## src/rtl/rcc_pkg.sv

```systemverilog
package rcc_pkg;

  typedef enum logic [2:0] {
    KIND_IDLE = 3'd0,
    KIND_PWR  = 3'd1,
    KIND_WARM = 3'd2,
    KIND_DBG  = 3'd3,
    KIND_XINT = 3'd4
  } rst_kind_e;

  typedef enum logic [1:0] {
    ST_IDLE  = 2'd0,
    ST_RUN   = 2'd1,
    ST_XWAIT = 2'd2,
    ST_DONE  = 2'd3
  } seq_state_e;

  localparam logic [2:0] ADDR_GEN  = 3'd0;
  localparam logic [2:0] ADDR_SSYS = 3'd1;
  localparam logic [2:0] ADDR_SRC  = 3'd2;
  localparam logic [2:0] ADDR_STAT = 3'd3;
  localparam logic [2:0] ADDR_FEE  = 3'd4;

  localparam int GEN_WARM_BIT = 0;
  localparam int GEN_XINT_BIT = 1;
  localparam int GEN_DBG_BIT  = 3;

  localparam int SRC_SW_WARM    = 0;
  localparam int SRC_SW_XINT    = 1;
  localparam int SRC_SW_DBG     = 3;
  localparam int SRC_PIN_PWR    = 4;
  localparam int SRC_PIN_WARM   = 5;
  localparam int SRC_PIN_XINT   = 6;
  localparam int SRC_NC_FATAL   = 7;
  localparam int SRC_SLICE_BASE = 8;

  localparam int N_SUBSYS = 2;
  localparam int PIN_PWR  = 0;
  localparam int PIN_WARM = 1;
  localparam int PIN_XINT = 2;
  localparam int N_PINS   = 3;

  typedef struct packed {
    logic pwr;
    logic warm;
    logic freq;
    logic dbg;
    logic xint;
  } req_t;

  typedef struct packed {
    logic freq_s;
    logic warm_s;
    logic pwr_s;
    logic freq;
    logic warm;
    logic pwr;
  } stat_t;

endpackage

```

## src/rtl/rcc_pin_sync.sv

```systemverilog
module rcc_pin_sync #(
  parameter int N_PIN  = 3,
  parameter int STAGES = 2
) (
  input  logic             clk,
  input  logic             rst_n,
  input  logic [N_PIN-1:0] pin_n,
  output logic [N_PIN-1:0] fall
);

  for (genvar g = 0; g < N_PIN; g++) begin : g_pin
    logic [STAGES:0] sh_q;
    logic [STAGES:0] sh_d;

    always_comb sh_d = {sh_q[STAGES-1:0], pin_n[g]};

    always_ff @(posedge clk or negedge rst_n) begin
      if (!rst_n) sh_q <= '1;
      else        sh_q <= sh_d;
    end

    // stage STAGES-1 is the synchronized level, stage STAGES the previous one
    assign fall[g] = sh_q[STAGES] & ~sh_q[STAGES-1];

    p_single_fall_r12: assert property (@(posedge clk) disable iff (!rst_n)
      fall[g] |=> !fall[g]);
  end

endmodule

```

## src/rtl/rcc_seq.sv

```systemverilog
module rcc_seq
  import rcc_pkg::*;
#(
  parameter int SEQ_CYCLES = 8
) (
  input  logic      clk,
  input  logic      rst_n,
  input  req_t      req,
  input  logic      xint_done,
  output logic      busy,
  output rst_kind_e kind,
  output logic      unpark,
  output logic      xint_req,
  output logic      fee_clr,
  output stat_t     status
);

  localparam int CNT_W = (SEQ_CYCLES > 1) ? $clog2(SEQ_CYCLES) : 1;
  localparam logic [CNT_W-1:0] CNT_LAST = CNT_W'(SEQ_CYCLES - 1);

  seq_state_e       st_q, st_d;
  logic [CNT_W-1:0] cnt_q, cnt_d;
  rst_kind_e        kind_q, kind_d;
  stat_t            stat_q, stat_d;
  rst_kind_e        pick;
  logic             any_req;
  logic             grant;

  always_comb begin
    any_req = |req;
    if (req.pwr)                  pick = KIND_PWR;
    else if (req.warm || req.freq) pick = KIND_WARM;
    else if (req.dbg)             pick = KIND_DBG;
    else if (req.xint)            pick = KIND_XINT;
    else                          pick = KIND_IDLE;
  end

  always_comb begin
    st_d    = st_q;
    cnt_d   = cnt_q;
    kind_d  = kind_q;
    stat_d  = stat_q;
    grant   = 1'b0;
    fee_clr = 1'b0;
    case (st_q)
      ST_IDLE: begin
        if (any_req) begin
          grant  = 1'b1;
          st_d   = ST_RUN;
          cnt_d  = '0;
          kind_d = pick;
          if (pick == KIND_PWR || pick == KIND_WARM) begin
            fee_clr       = 1'b1;
            stat_d.pwr_s  = stat_q.pwr;
            stat_d.warm_s = stat_q.warm;
            stat_d.freq_s = stat_q.freq;
            if (pick == KIND_PWR) begin
              stat_d.pwr  = 1'b1;
              stat_d.warm = 1'b0;
              stat_d.freq = 1'b0;
            end else begin
              stat_d.pwr  = 1'b0;
              stat_d.warm = 1'b1;
              stat_d.freq = req.freq && !req.warm;
            end
          end
        end
      end
      ST_RUN: begin
        if (cnt_q == CNT_LAST) st_d = (kind_q == KIND_XINT) ? ST_XWAIT : ST_DONE;
        else                   cnt_d = cnt_q + 1'b1;
      end
      ST_XWAIT: begin
        if (xint_done) begin
          st_d   = ST_IDLE;
          kind_d = KIND_IDLE;
        end
      end
      default: begin
        st_d   = ST_IDLE;
        kind_d = KIND_IDLE;
      end
    endcase
  end

  always_ff @(posedge clk or negedge rst_n) begin
    if (!rst_n) begin
      st_q   <= ST_IDLE;
      cnt_q  <= '0;
      kind_q <= KIND_IDLE;
      stat_q <= '0;
    end else begin
      st_q   <= st_d;
      cnt_q  <= cnt_d;
      kind_q <= kind_d;
      stat_q <= stat_d;
    end
  end

  assign busy     = (st_q != ST_IDLE);
  assign kind     = kind_q;
  assign unpark   = (st_q == ST_DONE);
  assign xint_req = (st_q == ST_XWAIT);
  assign status   = stat_q;

  p_pwr_first_r1: assert property (@(posedge clk) disable iff (!rst_n)
    (st_q == ST_IDLE && req.pwr) |=> (kind == KIND_PWR));

  p_no_restart_r2: assert property (@(posedge clk) disable iff (!rst_n)
    (st_q == ST_RUN) |=> (busy && $stable(kind)));

  p_shadow_copy_r5: assert property (@(posedge clk) disable iff (!rst_n)
    (grant && (pick == KIND_PWR || pick == KIND_WARM)) |=>
      (status.pwr_s == $past(status.pwr) && status.warm_s == $past(status.warm)
       && status.freq_s == $past(status.freq)));

  p_dbg_keeps_status_r6: assert property (@(posedge clk) disable iff (!rst_n)
    (grant && (pick == KIND_DBG || pick == KIND_XINT)) |=> $stable(status));

  p_unpark_single_r10: assert property (@(posedge clk) disable iff (!rst_n)
    unpark |=> !unpark);

  p_xint_hold_r10: assert property (@(posedge clk) disable iff (!rst_n)
    (xint_req && !xint_done) |=> xint_req);

  p_xint_no_unpark_r10: assert property (@(posedge clk) disable iff (!rst_n)
    xint_req |-> !unpark);

endmodule

```

## src/rtl/rcc_regs.sv

```systemverilog
module rcc_regs
  import rcc_pkg::*;
#(
  parameter int N_SLICE     = 8,
  parameter int SSYS_CYCLES = 6
) (
  input  logic                     clk,
  input  logic                     rst_n,
  input  logic                     we,
  input  logic [2:0]               addr,
  input  logic [8+N_SLICE-1:0]     wdata,
  output logic [8+N_SLICE-1:0]     rdata,
  input  logic [8+N_SLICE-1:0]     src_set,
  input  stat_t                    status,
  input  logic                     fee_clr,
  output logic                     gen_warm,
  output logic                     gen_xint,
  output logic                     gen_dbg,
  output logic [N_SLICE-1:0]       fee_en,
  output logic                     niu_rst_n,
  output logic                     dma_rst_n
);

  localparam int DW    = 8 + N_SLICE;
  localparam int SCW   = $clog2(SSYS_CYCLES + 1);
  localparam logic [SCW-1:0] SS_LOAD = SCW'(SSYS_CYCLES);

  logic            wr_gen, wr_ssys, wr_src, wr_fee;
  logic [DW-1:0]   src_q, src_d;
  logic [N_SLICE-1:0] fee_q, fee_d;
  logic [N_SUBSYS-1:0] ss_active;

  always_comb begin
    wr_gen  = we && (addr == ADDR_GEN);
    wr_ssys = we && (addr == ADDR_SSYS);
    wr_src  = we && (addr == ADDR_SRC);
    wr_fee  = we && (addr == ADDR_FEE);
  end

  assign gen_warm = wr_gen && wdata[GEN_WARM_BIT];
  assign gen_xint = wr_gen && wdata[GEN_XINT_BIT];
  assign gen_dbg  = wr_gen && wdata[GEN_DBG_BIT];

  // source: write-one-to-clear, a new cause wins over a clear
  always_comb begin
    src_d = src_q;
    if (wr_src) src_d = src_d & ~wdata;
    src_d = src_d | src_set;
  end

  // fatal enable: the reset clear wins over a write in the same cycle
  always_comb begin
    fee_d = fee_q;
    if (wr_fee)  fee_d = wdata[DW-1:8];
    if (fee_clr) fee_d = '0;
  end

  always_ff @(posedge clk or negedge rst_n) begin
    if (!rst_n) begin
      src_q <= '0;
      fee_q <= '0;
    end else begin
      src_q <= src_d;
      fee_q <= fee_d;
    end
  end

  assign fee_en = fee_q;

  for (genvar g = 0; g < N_SUBSYS; g++) begin : g_ssys
    logic [SCW-1:0] cnt_q, cnt_d;
    logic           cnt_en;

    always_comb begin
      cnt_en = 1'b0;
      cnt_d  = cnt_q;
      if (wr_ssys && wdata[g]) begin
        cnt_en = 1'b1;
        cnt_d  = SS_LOAD;
      end else if (cnt_q != '0) begin
        cnt_en = 1'b1;
        cnt_d  = cnt_q - 1'b1;
      end
    end

    always_ff @(posedge clk or negedge rst_n) begin
      if (!rst_n)      cnt_q <= '0;
      else if (cnt_en) cnt_q <= cnt_d;
    end

    assign ss_active[g] = (cnt_q != '0);

    p_ssys_start_r11: assert property (@(posedge clk) disable iff (!rst_n)
      (wr_ssys && wdata[g]) |=> ss_active[g]);
  end

  assign niu_rst_n = ~ss_active[0];
  assign dma_rst_n = ~ss_active[1];

  always_comb begin
    rdata = '0;
    case (addr)
      ADDR_SSYS: rdata = DW'(ss_active);
      ADDR_SRC:  rdata = src_q;
      ADDR_STAT: rdata = DW'({1'b0, status.freq_s, status.warm_s, status.pwr_s,
                              1'b0, status.freq, status.warm, status.pwr});
      ADDR_FEE:  rdata = {fee_q, 8'b0};
      default:   rdata = '0;
    endcase
  end

  p_w1c_r4: assert property (@(posedge clk) disable iff (!rst_n)
    wr_src |=> ((src_q & $past(wdata & ~src_set)) == '0));

  p_set_sticks_r3: assert property (@(posedge clk) disable iff (!rst_n)
    (src_set != '0) |=> ((src_q & $past(src_set)) == $past(src_set)));

  p_fee_clear_r8: assert property (@(posedge clk) disable iff (!rst_n)
    fee_clr |=> (fee_en == '0));

endmodule

```

## src/rtl/rstcause_ctrl.sv

```systemverilog
module rstcause_ctrl
  import rcc_pkg::*;
#(
  parameter int N_SLICE     = 8,
  parameter int DATA_W      = 8 + N_SLICE,
  parameter int SEQ_CYCLES  = 8,
  parameter int SSYS_CYCLES = 6,
  parameter int SYNC_STAGES = 2
) (
  input  logic               clk,
  input  logic               rst_n,
  input  logic               pwr_pin_n,
  input  logic               pbw_pin_n,
  input  logic               pbx_pin_n,
  input  logic               clk_change_req,
  input  logic               nc_fatal,
  input  logic [N_SLICE-1:0] slice_fatal,
  input  logic               xint_done,
  input  logic               reg_we,
  input  logic [2:0]         reg_addr,
  input  logic [DATA_W-1:0]  reg_wdata,
  output logic [DATA_W-1:0]  reg_rdata,
  output logic               rst_busy,
  output logic [2:0]         rst_kind,
  output logic               unpark,
  output logic               xint_req,
  output logic               niu_rst_n,
  output logic               dma_rst_n
);

  logic [N_PINS-1:0]  pin_fall;
  logic               gen_warm, gen_xint, gen_dbg;
  logic [N_SLICE-1:0] fee_en;
  logic [N_SLICE-1:0] slice_hit;
  logic [DATA_W-1:0]  src_set;
  logic               fee_clr;
  req_t               req;
  stat_t              status;
  rst_kind_e          kind;

  rcc_pin_sync #(.N_PIN(N_PINS), .STAGES(SYNC_STAGES)) u_sync (
    .clk   (clk),
    .rst_n (rst_n),
    .pin_n ({pbx_pin_n, pbw_pin_n, pwr_pin_n}),
    .fall  (pin_fall)
  );

  assign slice_hit = slice_fatal & fee_en;

  always_comb begin
    req.pwr  = pin_fall[PIN_PWR];
    req.warm = pin_fall[PIN_WARM] | gen_warm | nc_fatal | (|slice_hit);
    req.freq = clk_change_req;
    req.dbg  = gen_dbg;
    req.xint = pin_fall[PIN_XINT] | gen_xint;
  end

  always_comb begin
    src_set = '0;
    src_set[SRC_SW_WARM]  = gen_warm;
    src_set[SRC_SW_XINT]  = gen_xint;
    src_set[SRC_SW_DBG]   = gen_dbg;
    src_set[SRC_PIN_PWR]  = pin_fall[PIN_PWR];
    src_set[SRC_PIN_WARM] = pin_fall[PIN_WARM];
    src_set[SRC_PIN_XINT] = pin_fall[PIN_XINT];
    src_set[SRC_NC_FATAL] = nc_fatal;
    src_set[SRC_SLICE_BASE +: N_SLICE] = slice_hit;
  end

  rcc_seq #(.SEQ_CYCLES(SEQ_CYCLES)) u_seq (
    .clk       (clk),
    .rst_n     (rst_n),
    .req       (req),
    .xint_done (xint_done),
    .busy      (rst_busy),
    .kind      (kind),
    .unpark    (unpark),
    .xint_req  (xint_req),
    .fee_clr   (fee_clr),
    .status    (status)
  );

  assign rst_kind = kind;

  rcc_regs #(.N_SLICE(N_SLICE), .SSYS_CYCLES(SSYS_CYCLES)) u_regs (
    .clk       (clk),
    .rst_n     (rst_n),
    .we        (reg_we),
    .addr      (reg_addr),
    .wdata     (reg_wdata),
    .rdata     (reg_rdata),
    .src_set   (src_set),
    .status    (status),
    .fee_clr   (fee_clr),
    .gen_warm  (gen_warm),
    .gen_xint  (gen_xint),
    .gen_dbg   (gen_dbg),
    .fee_en    (fee_en),
    .niu_rst_n (niu_rst_n),
    .dma_rst_n (dma_rst_n)
  );

  p_gated_slice_r7: assert property (@(posedge clk) disable iff (!rst_n)
    (!rst_busy && (slice_fatal & fee_en) != '0) |=> rst_busy);

  p_nc_fatal_r9: assert property (@(posedge clk) disable iff (!rst_n)
    (!rst_busy && nc_fatal) |=> (rst_busy && rst_kind != 3'd0));

endmodule

```

## config.mk

```make
export PLATFORM = sky130hd
export DESIGN_NAME = rstcause_ctrl
export DESIGN_NICKNAME = d
export VERILOG_FILES = /design/src/rtl/rcc_pkg.sv /design/src/rtl/rcc_pin_sync.sv /design/src/rtl/rcc_seq.sv /design/src/rtl/rcc_regs.sv /design/src/rtl/rstcause_ctrl.sv
export SDC_FILE = /design/constraint.sdc
export NUM_CORES = 1
export LEC_CHECK = 0
export BUFFER_PORTS_ARGS = -buffer_cell sky130_fd_sc_hd__buf_2
export CELL_PAD_IN_SITES_DETAIL_PLACEMENT = 0
export CELL_PAD_IN_SITES_GLOBAL_PLACEMENT = 1
export CORE_MARGIN = 2
export CORE_UTILIZATION = 42
export DETAILED_ROUTE_END_ITERATION = 16
export PLACE_DENSITY = 0.86
export SLEW_MARGIN = 20
export SYNTH_ARGS = -nofsm -noshare
export SYNTH_HDL_FRONTEND = slang
export SYNTH_SLANG_ARGS = --single-unit
```

## constraint.sdc

```tcl
create_clock -name clk -period 2.63 [get_ports clk]
set_input_delay 0.1315 -clock clk [delete_from_list [all_inputs] [get_ports clk]]
set_output_delay 0.1315 -clock clk [all_outputs]
set_load 0.05 [all_outputs]
```

==> results.toml <==
[status]
status = "completed"

[clock_network]
cts.clk_slew.worst_paths_ns = 0.09
cts_max_path_buffers = 2
cts-root-buf = "clkbuf_8"
cts_setup_buffers = 0
clkSinkCount = 53
htreeDepth = 2
clock_latency_ns = 0.30
tritoncts = "done"
cts_buffers = 5

[floorplanning]
rows = 29
die_area_um2 = 7150
io_pins = 60
die_w_um = 84.6
core_um2 = 6310
die_h_um = 84.6
start_util = 0.432

[setup_path]
cp_max_fo = 6
r2r_cells = 5
timing.rr.end = "u_seq.status[5]$_DFFE_PN0P_"
end_kind = "flip-flop"
worstSetupStartpointType = "flip-flop"
r2r_slack_ns = 0.60
worst_ep_required_time_ns = 2.82
crit_type = "flip-flop to flip-flop"
r2r_start = "u_sync.g_pin[1].sh_q[1]$_DFF_PN1_"
arrival_ns = 2.22

[finish]
nFillCells = 605
drive_gt1_frac = 0.298
area_delta_synth_final_pct = 19.3
antenna_cells = 0
nets = 367

[detailed_routing]
routed_wirelength_um = 6290
route.detailed.drc = 0
ant_nets = 0
dr_total_vias = 2170
post_drt_wl_per_cell_um = 15.6
first_iter_violations = 136
firstDrtPassIters = 4
vias_per_cell = 5.38

[synthesis]
synth-seq-cells = 53
ys.flop_type = "dfrtp_1"
yosysUniqueCellTypes = 50
synthesis.nets = 301
ys_seq_area_frac = 0.491
synth_edf_count = 0
synthArstFlopShare = 1.00
ys.warnings.count = 0
syn_inst = 259
synth_area_per_cell_um2 = 10.5
syn_area_um2 = 2730

[timing]
grt_setup_unrepaired = "no"
hold_viol_final = 0
fin_setup_tns_ns = 0
setup_viol = 0
setup_ws_ns = 0.599
clock-skew-final_ns = 0.00576
timing.fmax_mhz = 492
final-max-slew-violation-count = 0
post-route-min-period_ns = 2.03
fin_crit_sh = 0.772
worst_slew_pin_slew_ns = 0.663
slew_headroom = 0.558

[power_and_ir_drop]
power_leakage_nw = 1.49
pwr_density_cell_nw_per_um2 = 930
ir_drop_mv = 0.375

[place]
gp_congestion = 0.809
dp_hpwl_um = 4650
place_ws_ns = 0.606
io_buffers = 59

[worst_hold_path]
whs_endpoint = "u_regs.fee_en[7]$_DFFE_PN0P_"
whs_path_depth = 3
min-delay-start = "reg_wdata[15]"
min_path_type = "input port to flip-flop"

[run]
maxCapViolCount = 0

[grt]
grt_use_total = 0.186
grt-ovfl-total = 0
grt_pass1_vias = 2315
antenna_found_initial = 0
grt_max_degree = 54
grt_first_pass_wirelength_um = 10700
==> logic make-up (layout without fill, tap and decap cells) <==
| family | after synthesis | in the layout | synth area share |
|---|---|---|---|
| buffers and inverters | 24 | 91 | 0.0376 |
| DFF | 53 | 53 | 0.491 |
| xor gates and xnor gates | 2 | 2 | 0.00643 |
| adders and majority gates | 6 | 6 | 0.0275 |
| and+or+nand+nor | 94 | 94 | 0.176 |
| muxes | 19 | 19 | 0.0748 |
| AOI/OAI and AO/OA | 61 | 61 | 0.187 |
==> area by class of cell <==
| type | instances | area (um^2) | share of cell area |
|---|---|---|---|
| well taps | 77 | 96.3 | 0.0296 |
| flip-flops and latches | 53 | 1340 | 0.411 |
| clock buffers | 8 | 90.1 | 0.0277 |
| repair buffers | 71 | 398 | 0.122 |
| inverters | 12 | 45.0 | 0.0138 |
| multi-input cells | 182 | 1290 | 0.395 |
==> metrics by stage <==
step           utilization  hold slack [ns]  power, mW  instance area (um^2)  std cells
4_1_cts              0.515           0.0850       3.06                  3250        403
3_5_place_dp         0.493            0.238       2.58                  3110        390
6_report             0.515           0.0964       3.03                  3250        403
3_3_place_gp         0.493            0.236       2.53                  3110        390
2_1_floorplan            -           -0.164       2.24                  2730        259
5_1_grt              0.515           0.0990       3.25                  3250        403
==> cells in the mapped netlist, types with 2 or more instances <==
library cell	number	area [um^2]
dfrtp_1	44	1100
o21ai_0	5	25.0
ha_1	6	75.1
nor2b_1	6	37.5
mux2_2	2	22.5
nand4_1	6	37.5
nor2_1	28	105
a21o_1	4	30.0
a21oi_1	6	30.0
nand2_1	30	113
a22o_2	3	30.0
mux2_4	2	30.0
mux2i_1	14	140
nor3_1	2	10.0
buf_2	3	15.0
o221ai_1	2	17.5
dfstp_2	9	236
and3b_1	2	17.5
nand3_1	2	10.0
clkbuf_1	7	26.3
a22o_1	15	131
a2111oi_4	2	55.1
a22oi_1	12	90.1
o211ai_1	3	22.5
nand2b_1	2	12.5
and2_1	3	18.8
xnor2_1	2	17.5
inv_1	12	45.0
nor3b_1	3	22.5
a2bb2oi_1	2	17.5
==> worst max-delay path by stage <==
stage                                          start  slack [ns]  cells past startpoint                     endpoint
3_5_place_dp       u_sync.g_pin[1].sh_q[1]$_DFF_PN1_        0.61                      5  u_seq.status[5]$_DFFE_PN0P_
6_report           u_sync.g_pin[1].sh_q[1]$_DFF_PN1_        0.60                      5  u_seq.status[5]$_DFFE_PN0P_
4_1_cts            u_sync.g_pin[1].sh_q[1]$_DFF_PN1_        0.59                      5  u_seq.status[5]$_DFFE_PN0P_
2_1_floorplan  u_regs.g_ssys[1].cnt_q[0]$_DFFE_PN0P_        0.49                      7                 reg_rdata[1]
3_3_place_gp       u_sync.g_pin[1].sh_q[1]$_DFF_PN1_        0.66                      5  u_seq.status[5]$_DFFE_PN0P_
5_1_grt            u_sync.g_pin[1].sh_q[1]$_DFF_PN1_        0.53                      5  u_seq.status[5]$_DFFE_PN0P_
==> what timing repair did <==
item	in CTS	in global routing
resized for setup	0	0
endpoints found under the hold margin	48	0
hold buffers	5	0
==> placed cells by master (no fill, tap or decap), types with 2 or more instances in the layout <==
cell type,n
a2111oi_4,2
a21o_1,4
a21oi_1,6
a22o_1,15
a22o_2,3
a22oi_1,12
a2bb2oi_1,2
and2_1,3
and3b_1,2
buf_2,59
buf_4,7
clkbuf_1,2
clkbuf_8,6
dfrtp_1,44
dfstp_2,9
dlygate4sd3_1,5
ha_1,6
inv_1,12
mux2_2,2
mux2_4,2
mux2i_1,14
nand2_1,30
nand2b_1,2
nand3_1,2
nand4_1,6
nor2_1,28
nor2b_1,6
nor3_1,2
nor3b_1,3
o211ai_1,3
o21ai_0,5
o221ai_1,2
xnor2_1,2
==> sequential cells by signal (all words and copies together) (netlist names) <==
| register | count |
|---|---|
| u_seq.cnt_q | 3 |
| u_seq.kind | 3 |
| u_regs.src_q | 16 |
| u_sync.g_pin.sh_q | 9 |
| u_regs.fee_en | 8 |
| u_regs.g_ssys.cnt_q | 6 |
| u_seq.st_q | 2 |
| u_seq.status | 6 |
==> power by group <==
group | internal (mW) | switching, mW | leakage (nW)
logic | 0.532 | 0.709 | 0.844
clock network | 0.215 | 0.251 | 0.0455
registers | 1.09 | 0.233 | 0.606
==> critical path: stages (launching register included) <==
cell,delay (ns)
dfstp_2,0.54
and2b_2,0.24
a2111oi_4,0.46
a41oi_2,0.18
buf_4,0.19
mux2_1,0.31
==> metal layers <==
layer  GRT usage  wire length [um]
met2       0.328              3120
met5           0                 0
met3      0.0334               193
met1       0.232              2870
met4      0.0577               101
No activity file was read; power rests on OpenSTA's default activity.
